## src/rtl/ebc_pkg.sv

```systemverilog
package ebc_pkg;
  localparam int WAIT_W = 2;

  typedef struct packed {
    logic              pin_wait;
    logic [WAIT_W-1:0] waits;
    logic              bus16;
  } area_cfg_t;

  typedef enum logic [2:0] {
    S_IDLE,
    S_T1,
    S_TW,
    S_T2,
    S_GAP
  } bus_state_e;

  localparam area_cfg_t CFG_RESET = '{pin_wait: 1'b0, waits: '1, bus16: 1'b0};
endpackage

```

## src/rtl/ebc_cfg_bank.sv

```systemverilog
module ebc_cfg_bank
  import ebc_pkg::*;
#(
  parameter int N_AREAS = 8,
  localparam int AW = $clog2(N_AREAS)
) (
  input  logic          clk,
  input  logic          rst_n,
  input  logic          wr_en,
  input  logic [AW-1:0] wr_idx,
  input  area_cfg_t     wr_cfg,
  input  logic [AW-1:0] rd_idx,
  output area_cfg_t     rd_cfg
);
  area_cfg_t cfg_q [N_AREAS];

  for (genvar g = 0; g < N_AREAS; g++) begin : g_area
    always_ff @(posedge clk or negedge rst_n) begin
      if (!rst_n) cfg_q[g] <= CFG_RESET;
      else if (wr_en && wr_idx == AW'(g)) cfg_q[g] <= wr_cfg;
    end
  end

  assign rd_cfg = cfg_q[rd_idx];
endmodule

```

## src/rtl/ebc_area_dec.sv

```systemverilog
module ebc_area_dec #(
  parameter int ADDR_W  = 24,
  parameter int N_AREAS = 8,
  localparam int AW = $clog2(N_AREAS)
) (
  input  logic [ADDR_W-1:0]  addr,
  input  logic               en,
  output logic [N_AREAS-1:0] cs_n
);
  logic [AW-1:0] area;
  assign area = addr[ADDR_W-1 -: AW];

  for (genvar g = 0; g < N_AREAS; g++) begin : g_cs
    assign cs_n[g] = ~(en && area == AW'(g));
  end
endmodule

```

## src/rtl/ebc_cycle_seq.sv

```systemverilog
module ebc_cycle_seq
  import ebc_pkg::*;
#(
  parameter int ADDR_W = 24,
  parameter int DATA_W = 16,
  localparam int BYTE_W = DATA_W / 2
) (
  input  logic              clk,
  input  logic              rst_n,
  input  logic              req_valid,
  output logic              req_ready,
  input  logic              req_write,
  input  logic              req_wide,
  input  logic [ADDR_W-1:0] req_addr,
  input  logic [DATA_W-1:0] req_wdata,
  input  area_cfg_t         req_cfg,
  output logic              rsp_valid,
  output logic [DATA_W-1:0] rsp_rdata,
  output logic              bus_en,
  output logic [ADDR_W-1:0] bus_addr,
  output logic              bus_rd_n,
  output logic              bus_wr_n,
  output logic [DATA_W-1:0] bus_dout,
  output logic              bus_oe,
  input  logic [DATA_W-1:0] bus_din,
  input  logic              bus_wait
);
  bus_state_e        st_q;
  area_cfg_t         cfg_q;
  logic [ADDR_W-1:0] addr_q;
  logic [DATA_W-1:0] wdata_q;
  logic              write_q, wide_q, split_q, half_q;
  logic [WAIT_W-1:0] wcnt_q;
  logic              accept, t2_done;

  assign req_ready = (st_q == S_IDLE);
  assign accept    = req_valid && req_ready;
  assign t2_done   = (st_q == S_T2) && !(cfg_q.pin_wait && bus_wait);

  always_ff @(posedge clk or negedge rst_n) begin
    if (!rst_n) begin
      st_q      <= S_IDLE;
      cfg_q     <= CFG_RESET;
      addr_q    <= '0;
      wdata_q   <= '0;
      write_q   <= 1'b0;
      wide_q    <= 1'b0;
      split_q   <= 1'b0;
      half_q    <= 1'b0;
      wcnt_q    <= '0;
      rsp_valid <= 1'b0;
      rsp_rdata <= '0;
    end else begin
      rsp_valid <= 1'b0;
      case (st_q)
        S_IDLE: if (accept) begin
          st_q    <= S_T1;
          cfg_q   <= req_cfg;
          addr_q  <= req_wide ? {req_addr[ADDR_W-1:1], 1'b0} : req_addr;
          wdata_q <= req_wdata;
          write_q <= req_write;
          wide_q  <= req_wide;
          split_q <= req_wide && !req_cfg.bus16;
          half_q  <= 1'b0;
          wcnt_q  <= req_cfg.waits;
        end
        S_T1: st_q <= (wcnt_q != '0) ? S_TW : S_T2;
        S_TW: begin
          wcnt_q <= wcnt_q - 1'b1;
          if (wcnt_q == WAIT_W'(1)) st_q <= S_T2;
        end
        S_T2: if (t2_done) begin
          if (!write_q) begin
            if (split_q && !half_q)
              rsp_rdata[DATA_W-1:BYTE_W] <= bus_din[BYTE_W-1:0];
            else if (split_q)
              rsp_rdata[BYTE_W-1:0] <= bus_din[BYTE_W-1:0];
            else if (wide_q)
              rsp_rdata <= bus_din;
            else
              rsp_rdata <= {{BYTE_W{1'b0}}, bus_din[BYTE_W-1:0]};
          end
          if (split_q && !half_q) begin
            st_q      <= S_GAP;
            half_q    <= 1'b1;
            addr_q[0] <= 1'b1;
            wcnt_q    <= cfg_q.waits;
          end else begin
            st_q      <= S_IDLE;
            rsp_valid <= 1'b1;
          end
        end
        S_GAP:   st_q <= S_T1;
        default: st_q <= S_IDLE;
      endcase
    end
  end

  always_comb begin
    bus_en   = (st_q == S_T1) || (st_q == S_TW) || (st_q == S_T2);
    bus_addr = addr_q;
    bus_rd_n = !(bus_en && !write_q);
    bus_wr_n = !(write_q && (st_q == S_TW || st_q == S_T2));
    bus_oe   = bus_en && write_q;
    if (split_q)
      bus_dout = {{BYTE_W{1'b0}}, half_q ? wdata_q[BYTE_W-1:0] : wdata_q[DATA_W-1:BYTE_W]};
    else if (wide_q)
      bus_dout = wdata_q;
    else
      bus_dout = {{BYTE_W{1'b0}}, wdata_q[BYTE_W-1:0]};
  end
endmodule

```

## src/rtl/ext_bus_ctrl.sv

```systemverilog
module ext_bus_ctrl
  import ebc_pkg::*;
#(
  parameter int ADDR_W  = 24,
  parameter int DATA_W  = 16,
  parameter int N_AREAS = 8,
  localparam int AW = $clog2(N_AREAS)
) (
  input  logic               clk,
  input  logic               rst_n,
  input  logic               cfg_we,
  input  logic [AW-1:0]      cfg_area,
  input  logic               cfg_wait_pin,
  input  logic [WAIT_W-1:0]  cfg_waits,
  input  logic               cfg_bus16,
  input  logic               req_valid,
  output logic               req_ready,
  input  logic               req_write,
  input  logic               req_wide,
  input  logic [ADDR_W-1:0]  req_addr,
  input  logic [DATA_W-1:0]  req_wdata,
  output logic               rsp_valid,
  output logic [DATA_W-1:0]  rsp_rdata,
  output logic [ADDR_W-1:0]  ext_addr,
  output logic [N_AREAS-1:0] ext_cs_n,
  output logic               ext_rd_n,
  output logic               ext_wr_n,
  output logic [DATA_W-1:0]  ext_dout,
  output logic               ext_oe,
  input  logic [DATA_W-1:0]  ext_din,
  input  logic               ext_wait
);
  area_cfg_t wr_cfg, req_cfg;
  logic      bus_en;

  assign wr_cfg = '{pin_wait: cfg_wait_pin, waits: cfg_waits, bus16: cfg_bus16};

  ebc_cfg_bank #(.N_AREAS(N_AREAS)) u_cfg (
    .clk    (clk),
    .rst_n  (rst_n),
    .wr_en  (cfg_we),
    .wr_idx (cfg_area),
    .wr_cfg (wr_cfg),
    .rd_idx (req_addr[ADDR_W-1 -: AW]),
    .rd_cfg (req_cfg)
  );

  ebc_cycle_seq #(.ADDR_W(ADDR_W), .DATA_W(DATA_W)) u_seq (
    .clk       (clk),
    .rst_n     (rst_n),
    .req_valid (req_valid),
    .req_ready (req_ready),
    .req_write (req_write),
    .req_wide  (req_wide),
    .req_addr  (req_addr),
    .req_wdata (req_wdata),
    .req_cfg   (req_cfg),
    .rsp_valid (rsp_valid),
    .rsp_rdata (rsp_rdata),
    .bus_en    (bus_en),
    .bus_addr  (ext_addr),
    .bus_rd_n  (ext_rd_n),
    .bus_wr_n  (ext_wr_n),
    .bus_dout  (ext_dout),
    .bus_oe    (ext_oe),
    .bus_din   (ext_din),
    .bus_wait  (ext_wait)
  );

  ebc_area_dec #(.ADDR_W(ADDR_W), .N_AREAS(N_AREAS)) u_dec (
    .addr (ext_addr),
    .en   (bus_en),
    .cs_n (ext_cs_n)
  );
endmodule

```

## config.mk

```make
export PLATFORM = sky130hd
export DESIGN_NAME = ext_bus_ctrl
export DESIGN_NICKNAME = d
export VERILOG_FILES = /design/src/rtl/ebc_pkg.sv /design/src/rtl/ebc_cfg_bank.sv /design/src/rtl/ebc_area_dec.sv /design/src/rtl/ebc_cycle_seq.sv /design/src/rtl/ext_bus_ctrl.sv
export SDC_FILE = /design/constraint.sdc
export NUM_CORES = 1
export LEC_CHECK = 0
export ABC_AREA = 1
export BUFFER_PORTS_ARGS = -buffer_cell sky130_fd_sc_hd__clkbuf_2
export CAP_MARGIN = 20
export CORE_UTILIZATION = 35
export DETAILED_ROUTE_END_ITERATION = 10
export SKIP_CTS_REPAIR_TIMING = 1
export SLEW_MARGIN = 20
export SYNTH_ARGS = -nofsm -noshare
export SYNTH_HDL_FRONTEND = slang
export SYNTH_SLANG_ARGS = --single-unit
export TNS_END_PERCENT = 100
```

## constraint.sdc

```tcl
create_clock -name clk -period 2.05 [get_ports clk]
set_input_delay 0.41 -clock clk [delete_from_list [all_inputs] [get_ports clk]]
set_output_delay 0.41 -clock clk [all_outputs]
set_load 0.05 [all_outputs]
```

==> results of run 1 <==
[cells in the final DEF (no fill, tap or decap), types with 3 or more instances in the layout]
| cell | n |
|---|---|
| nand2_1 | 220 |
| clkbuf_2 | 121 |
| o21ai_0 | 82 |
| dfrtp_1 | 82 |
| inv_1 | 66 |
| nand3_1 | 37 |
| nor2_1 | 33 |
| buf_4 | 20 |
| dfstp_2 | 18 |
| clkbuf_16 | 10 |
| a21oi_1 | 6 |
| o21ai_1 | 4 |
| clkbuf_1 | 4 |
| buf_2 | 4 |
| clkbuf_4 | 4 |
| buf_12 | 4 |
| nor2_4 | 3 |
| inv_2 | 3 |
| nand2_2 | 3 |
| nor2_2 | 3 |
[worst paths after layout]
check                                                       end  slack (ns)  cells past startpoint
worst max-delay path                                ext_dout[6]        0.06                      6
worst min-delay path             u_seq.rsp_rdata[6]$_DFFE_PN0P_       0.006                      1
worst max register to register  u_seq.rsp_rdata[12]$_DFFE_PN0P_        0.43                      6
worst min register to register       u_seq.cfg_q[2]$_DFFE_PN1P_        0.48                      2
max in group asynchronous           u_cfg.cfg_q[25]$_DFFE_PN1P_        1.39                      2
min in group clk                 u_seq.bus_addr[15]$_DFFE_PN0P_        0.25                      3
[worst max-delay path: stages, from the launching register on]
cell and delay [ns]:
dfrtp_1 0.34, inv_1 0.10, nor2_4 0.15, inv_2 0.08, buf_12 0.15, o21ai_0 0.18, buf_4 0.23
[final cells by class]
type / instances / area [sq um] / area share [%]
inverters: 69 / 259.0 / 4.330
clock buffers: 15 / 267.8 / 4.476
flip-flops and latches: 101 / 2551 / 42.65
repair buffers: 155 / 922.1 / 15.42
well taps: 172 / 215.2 / 3.598
multi-input cells: 400 / 1758 / 29.39
clock inverters: 1 / 8.758 / 0.1464
[power groups by stage]
stage	sequential (mW)	combinational, mW	clock (mW)
2_1_floorplan	4.47	2.61	0
3_3_place_gp	3.25	5.04	0
3_5_place_dp	3.27	5.13	0
4_1_cts	3.25	5.14	1.67
5_1_grt	3.35	5.73	1.75
6_report	3.25	5.30	1.63
[sequential cells by signal (all words and copies together) (netlist names)]
| register | flops |
|---|---|
| u_seq.st_q | 3 |
| u_seq.wide_q | 1 |
| u_seq.split_q | 1 |
| u_seq.half_q | 1 |
| u_seq.rsp_rdata | 16 |
| u_seq.rsp_valid | 1 |
| u_cfg.cfg_q | 32 |
| u_seq.wdata_q | 16 |
| u_seq.cfg_q | 3 |
| u_seq.wcnt_q | 2 |
| u_seq.bus_addr | 24 |
| u_seq.write_q | 1 |
[metrics by stage]
stage	utilization [%]	setup TNS (ns)
after floorplan	-	-2.661
after global placement	43.81	0
after detailed placement	43.81	0
after CTS	45.97	-1.542
after global routing	46.64	-0.06205
final	46.64	0
[per-layer routing]
metal | GRT usage, % | vias up
li1 | - | 2131
met1 | 23.19 | 1952
met2 | 29.89 | 128
met3 | 3.779 | 14
met4 | 6.090 | 0
met5 | 0 | -
[kinds of logic (layout without fill, tap and decap cells)]
| logic type | Yosys count | after routing |
|---|---|---|
| AO/OA/AOI/OAI | 96 | 96 |
| AND/OR/NAND/NOR | 302 | 302 |
| buffers and inverters | 89 | 240 |
| flip-flops | 101 | 101 |
| adder cells (fa/ha/maj) | 2 | 2 |
==> results.py, run 1 <==
metrics = {
    "outcome": {
        "outcome": "completed",
    },
    "drt": {
        "routed_wirelength_microns": 11970,
        "final_antenna_net_count": 0,
        "via_per_inst": 4.628,
        "met1_length_microns": 5429,
        "drc": 0,
        "via_count": 4225,
        "wl_per_cell_microns": 13.12,
        "wl_met3_microns": 701,
        "first_pass_iters": 4,
        "wl_met2_microns": 5653,
        "drt_iter0_drc": 235,
        "top_layer_used": "met4",
    },
    "logic_synthesis": {
        "syn-instance-count": 590,
        "synth-compound-area-share_pct": 10.68,
        "yosysSeqAreaShare_pct": 54.42,
        "synthFlopType": "dfrtp_1",
        "syn_avg_cell_area_sq_um": 7.942,
        "synth-adder-area-share_pct": 0.5340,
        "ys_ff_latch": 101,
        "synth_top_area_share_pct": 44.33,
        "synth_common_cells": "nand2_1, o21ai_0, dfrtp_1",
        "yosysUniqueCellTypes": 23,
        "synth_top_cell_by_area": "dfrtp_1",
        "synth_simple_gate_area_share_pct": 26.01,
        "synth_area_leaders": "dfrtp_1, nand2_1, dfstp_2, o21ai_0, inv_1",
        "synth_edf_count": 0,
        "syn_nets": 662,
        "synthMuxAreaShare_pct": 0,
        "yosysWarnings": 0,
        "async_reset_ff_share_pct": 100.0,
        "syn-cell-area_sq_mm": 0.004686,
        "yosysMostFrequentCell": "nand2_1",
        "yosys.area_share.xor_xnor_pct": 0,
        "synth_top_family_by_area": "simple AND/OR/NAND/NOR gates",
    },
    "worst_hold_path": {
        "worstHoldPathType": "primary input to async pin",
    },
    "cts": {
        "cts_root_buffer": "clkbuf_16",
        "clkTransAtPathRegs_ns": 0.06,
        "cts.htree.levels": 3,
        "cts_tree": "built",
        "cts_max_path_buffers": 2,
        "clkLatencyLatePin_ns": 0.35,
        "cts_buffers": 9,
        "cts.sinks": 101,
    },
    "global_routing": {
        "gr-total-overflow": 0,
        "grt_start_max_net_pins": 45,
        "grtUsageTotal_pct": 17.98,
        "antenna_found_initial": 0,
        "grt_pass1_wl_microns": 19980,
        "grt_pass1_vias": 4161,
    },
    "power_and_ir_drop": {
        "p_int_mw": 5.082,
        "p_sw_mw": 5.086,
        "power_frac_clock_pct": 16.0,
        "p_leak_nw": 3.191,
        "seq_power_share_pct": 31.9,
        "p_sw_share_pct": 50.02,
        "comb_power_share_pct": 52.1,
        "total_power_mw": 10.17,
        "ir_drop_mv": 1.078,
        "powerDensity_mw_per_mm2": 1700,
    },
    "place": {
        "dpl_cell_area_sq_mm": 0.005619,
        "dp_hpwl_microns": 8867,
        "placedCellCount": 894,
        "place_congestion": 0.8726,
        "io_buffers": 138,
        "pre_cts_ws_ns": 0.2345,
    },
    "critical_path": {
        "arrival_ns": 1.58,
        "worstSetupStartpointType": "flop",
        "worst_setup_path_end_kind": "primary output",
        "startpoint": "u_seq.split_q$_DFFE_PN0P_",
        "required_ns": 1.64,
        "cp_max_fo": 16,
        "path_class": "flop to primary output",
        "r2r_start": "u_seq.st_q[1]$_DFFE_PN0P_",
    },
    "sta": {
        "max_freq_mhz": 502.1,
        "min_period_ns": 1.992,
        "fin_ws_ns": 0.05845,
        "maxSlewHeadroom_pct": 64.16,
        "finalSetupViolCount": 0,
        "finalCritPeriodShare_pct": 97.15,
        "skew_ns": 0.006494,
        "finalHoldViolations": 0,
        "tightest_slew_ns": 0.5358,
        "finalMaxSlewViolations": 0,
        "hold_slack_ns": 0.005761,
    },
    "floorplanning": {
        "die_h_microns": 117.7,
        "core_area_sq_mm": 0.01282,
        "die-area_sq_mm": 0.01385,
        "die_w_microns": 117.7,
        "num_rows": 41,
        "ioPinCount": 139,
        "initial_core_util_pct": 36.54,
    },
    "layout": {
        "num_antenna_cells": 0,
        "fillers": 1319,
        "layout.nets": 808,
        "finalInstanceArea_sq_mm": 0.005982,
        "final_cells": 913,
        "drive_gt1_share_pct": 27.13,
        "area_delta_synth_final_pct": 27.66,
    },
    "run": {
        "maxCapViolations": 0,
    },
}
No activity file was read; power rests on OpenSTA's default activity.
==> inputs of run 2 (changes only) <==
Settings changed: CORE_UTILIZATION 35 to 56, CTS_CLUSTER_SIZE set to 16, PLACE_DENSITY set to 0.86.
==> run 2 against run 1 <==
The run now ends with setup timing left. Global-route usage is 9.3 points higher. Count of clock-buffer cells in the layout is 5 lower. Hold slack better by 0.0090 ns. Largest cell class unchanged. Largest power group unchanged.
==> results.py, run 2 (synthesis gave the netlist of run 1 again) <==
metrics = {
    "cts": {
        "clkLatencyLatePin_ns": 0.37,
        "cts_max_path_buffers": 2,
        "cts_root_buffer": "clkbuf_8",
        "cts.sinks": 101,
        "cts_tree": "built",
        "clkTransAtPathRegs_ns": 0.09,
        "cts.htree.levels": 3,
        "cts_buffers": 9,
    },
    "floorplanning": {
        "ioPinCount": 139,
        "num_rows": 32,
        "die_w_microns": 93.48,
        "core_area_sq_mm": 0.007928,
        "initial_core_util_pct": 59.11,
        "die_h_microns": 93.48,
        "die-area_sq_mm": 0.008738,
    },
    "critical_path": {
        "reg2reg_to": "u_seq.wdata_q[15]$_DFFE_PN0P_",
        "path_class": "flop to primary output",
        "r2r_start": "u_seq.st_q[2]$_DFFE_PN0P_",
        "cp_max_fo": 5,
        "worstSetupStartpointType": "flop",
        "worst_setup_path_end_kind": "primary output",
        "required_ns": 1.64,
        "arrival_ns": 1.71,
        "r2r_slack_ns": 0.33,
        "r2r.worst_path.cells": 8,
    },
    "layout": {
        "drive_gt1_share_pct": 28.36,
        "area_delta_synth_final_pct": 23.74,
        "layout.nets": 804,
        "finalCoreUtilization_pct": 73.14,
        "fillers": 599,
        "final_common_cell": "nand2_1",
        "largest_register_ff_count": 32,
        "top_register": "u_cfg.cfg_q",
        "final_cell_mix": "nand2_1, clkbuf_2, dfrtp_1, o21ai_0, inv_1",
        "final_cells": 839,
        "num_antenna_cells": 0,
    },
    "drt": {
        "via_per_inst": 5.263,
        "routed_wirelength_microns": 11930,
        "first_pass_iters": 5,
        "wl_per_cell_microns": 14.22,
        "drt_iter0_drc": 365,
        "drc": 0,
        "via_count": 4416,
        "final_antenna_net_count": 0,
    },
    "place": {
        "io_buffers": 138,
        "placedCellCount": 819,
        "place_congestion": 0.8599,
        "dp_hpwl_microns": 8486,
    },
    "sta": {
        "tightest_slew_ns": 0.5827,
        "fin_setup_tns_ns": -0.2449,
        "fin_ws_ns": -0.06709,
        "maxSlewHeadroom_pct": 61.03,
        "finalCritPeriodShare_pct": 103.3,
        "skew_ns": 0.01178,
        "rsz0062_at_grt": "true",
        "finalMaxSlewViolations": 0,
        "max_freq_mhz": 472.3,
        "min_period_ns": 2.117,
        "finalHoldViolations": 0,
        "finalSetupViolCount": 8,
    },
    "outcome": {
        "outcome": "complete, but fails checks",
        "violations": "setup timing",
    },
    "global_routing": {
        "grtUsageTotal_pct": 27.27,
        "grt_pass1_wl_microns": 18650,
        "grt_start_max_net_pins": 43,
        "grt_pass1_vias": 4133,
        "gr-total-overflow": 0,
        "grt_use_met2_pct": 46.75,
        "antenna_found_initial": 0,
        "met1_usage_pct": 34.79,
        "busiest_layer": "met2",
        "gr-usage-met3_pct": 4.634,
    },
    "power_and_ir_drop": {
        "powerDensity_mw_per_mm2": 1697,
        "total_power_mw": 9.840,
        "p_leak_nw": 3.098,
        "ir_drop_mv": 1.054,
    },
    "run": {
        "maxCapViolations": 0,
    },
    "worst_hold_path": {
        "worstHoldPathType": "primary input to async pin",
    },
}
-- run 2: changes by cell type in the layout (fill, tap and decap cells not counted), moves of 2 or more --
cell | previous run | this run
buf_4 | 20 | 10
clkbuf_4 | 4 | 6
dfrtp_1 | 82 | 80
clkinvlp_4 | 0 | 8
buf_2 | 4 | 2
clkbuf_8 | 2 | 9
o21ai_0 | 82 | 78
clkbuf_1 | 4 | 1
nor2_4 | 3 | 5
buf_6 | 1 | 7
o21ai_2 | 1 | 5
clkbuf_16 | 10 | 0
dfrtp_2 | 1 | 3
-- run 2: worst max path at each step --
| stage | from | endpoint | slack, ns | cells after the start |
|---|---|---|---|---|
| 2_1_floorplan | u_seq.half_q$_DFFE_PN0P_ | ext_dout[0] | -0.33 | 4 |
| 3_3_place_gp | u_seq.half_q$_DFFE_PN0P_ | ext_dout[0] | 0.29 | 4 |
| 3_5_place_dp | u_seq.split_q$_DFFE_PN0P_ | ext_dout[7] | 0.19 | 6 |
| 4_1_cts | u_seq.split_q$_DFFE_PN0P_ | ext_dout[7] | -0.22 | 6 |
| 5_1_grt | u_seq.split_q$_DFFE_PN0P_ | ext_dout[6] | -0.16 | 5 |
| 6_report | u_seq.split_q$_DFFE_PN0P_ | ext_dout[6] | -0.07 | 5 |
-- run 2: metal layers --
metal  wire (microns)  up-vias
met1             4849     2050
li1                 -     2118
met5                0        -
met4              394        0
met2             5891      202
met3              792       46
-- run 2: cell type report --
cell class	instances	area [sq um]	share of cell area (%)
sequential	101	2554	44.04
tap	102	127.6	2.201
multi-input combinational	400	1788	30.84
clock inverter	6	48.80	0.8416
timing repair inverter	2	15.01	0.2590
inverter	69	262.8	4.532
timing repair buffer	149	874.6	15.08
clock buffer	10	127.6	2.201
-- run 2: power breakdown --
group	internal (mW)	switching, mW	total [mW]
Combinational	1.38	3.99	5.38
Clock	0.450	0.703	1.15
Sequential	2.80	0.511	3.31
Total	4.63	5.21	9.84
-- run 2: metrics by stage --
stage | hold WS, ns | area [sq um] | worst slack [ns]
floorplan | 0.1144 | 4686 | -0.3326
global placement | 0.4289 | 5482 | 0.2939
detailed placement | 0.4222 | 5482 | 0.1864
CTS | 0.02807 | 5658 | -0.2237
global route | 0.05159 | 5798 | -0.1585
finish | 0.01477 | 5798 | -0.06709
-- run 2: critical path: stages (launching register included) --
cell and delay [ns]:
dfrtp_1 0.38, inv_2 0.07, nor2_4 0.24, clkinvlp_4 0.24, o21ai_1 0.23, buf_6 0.19
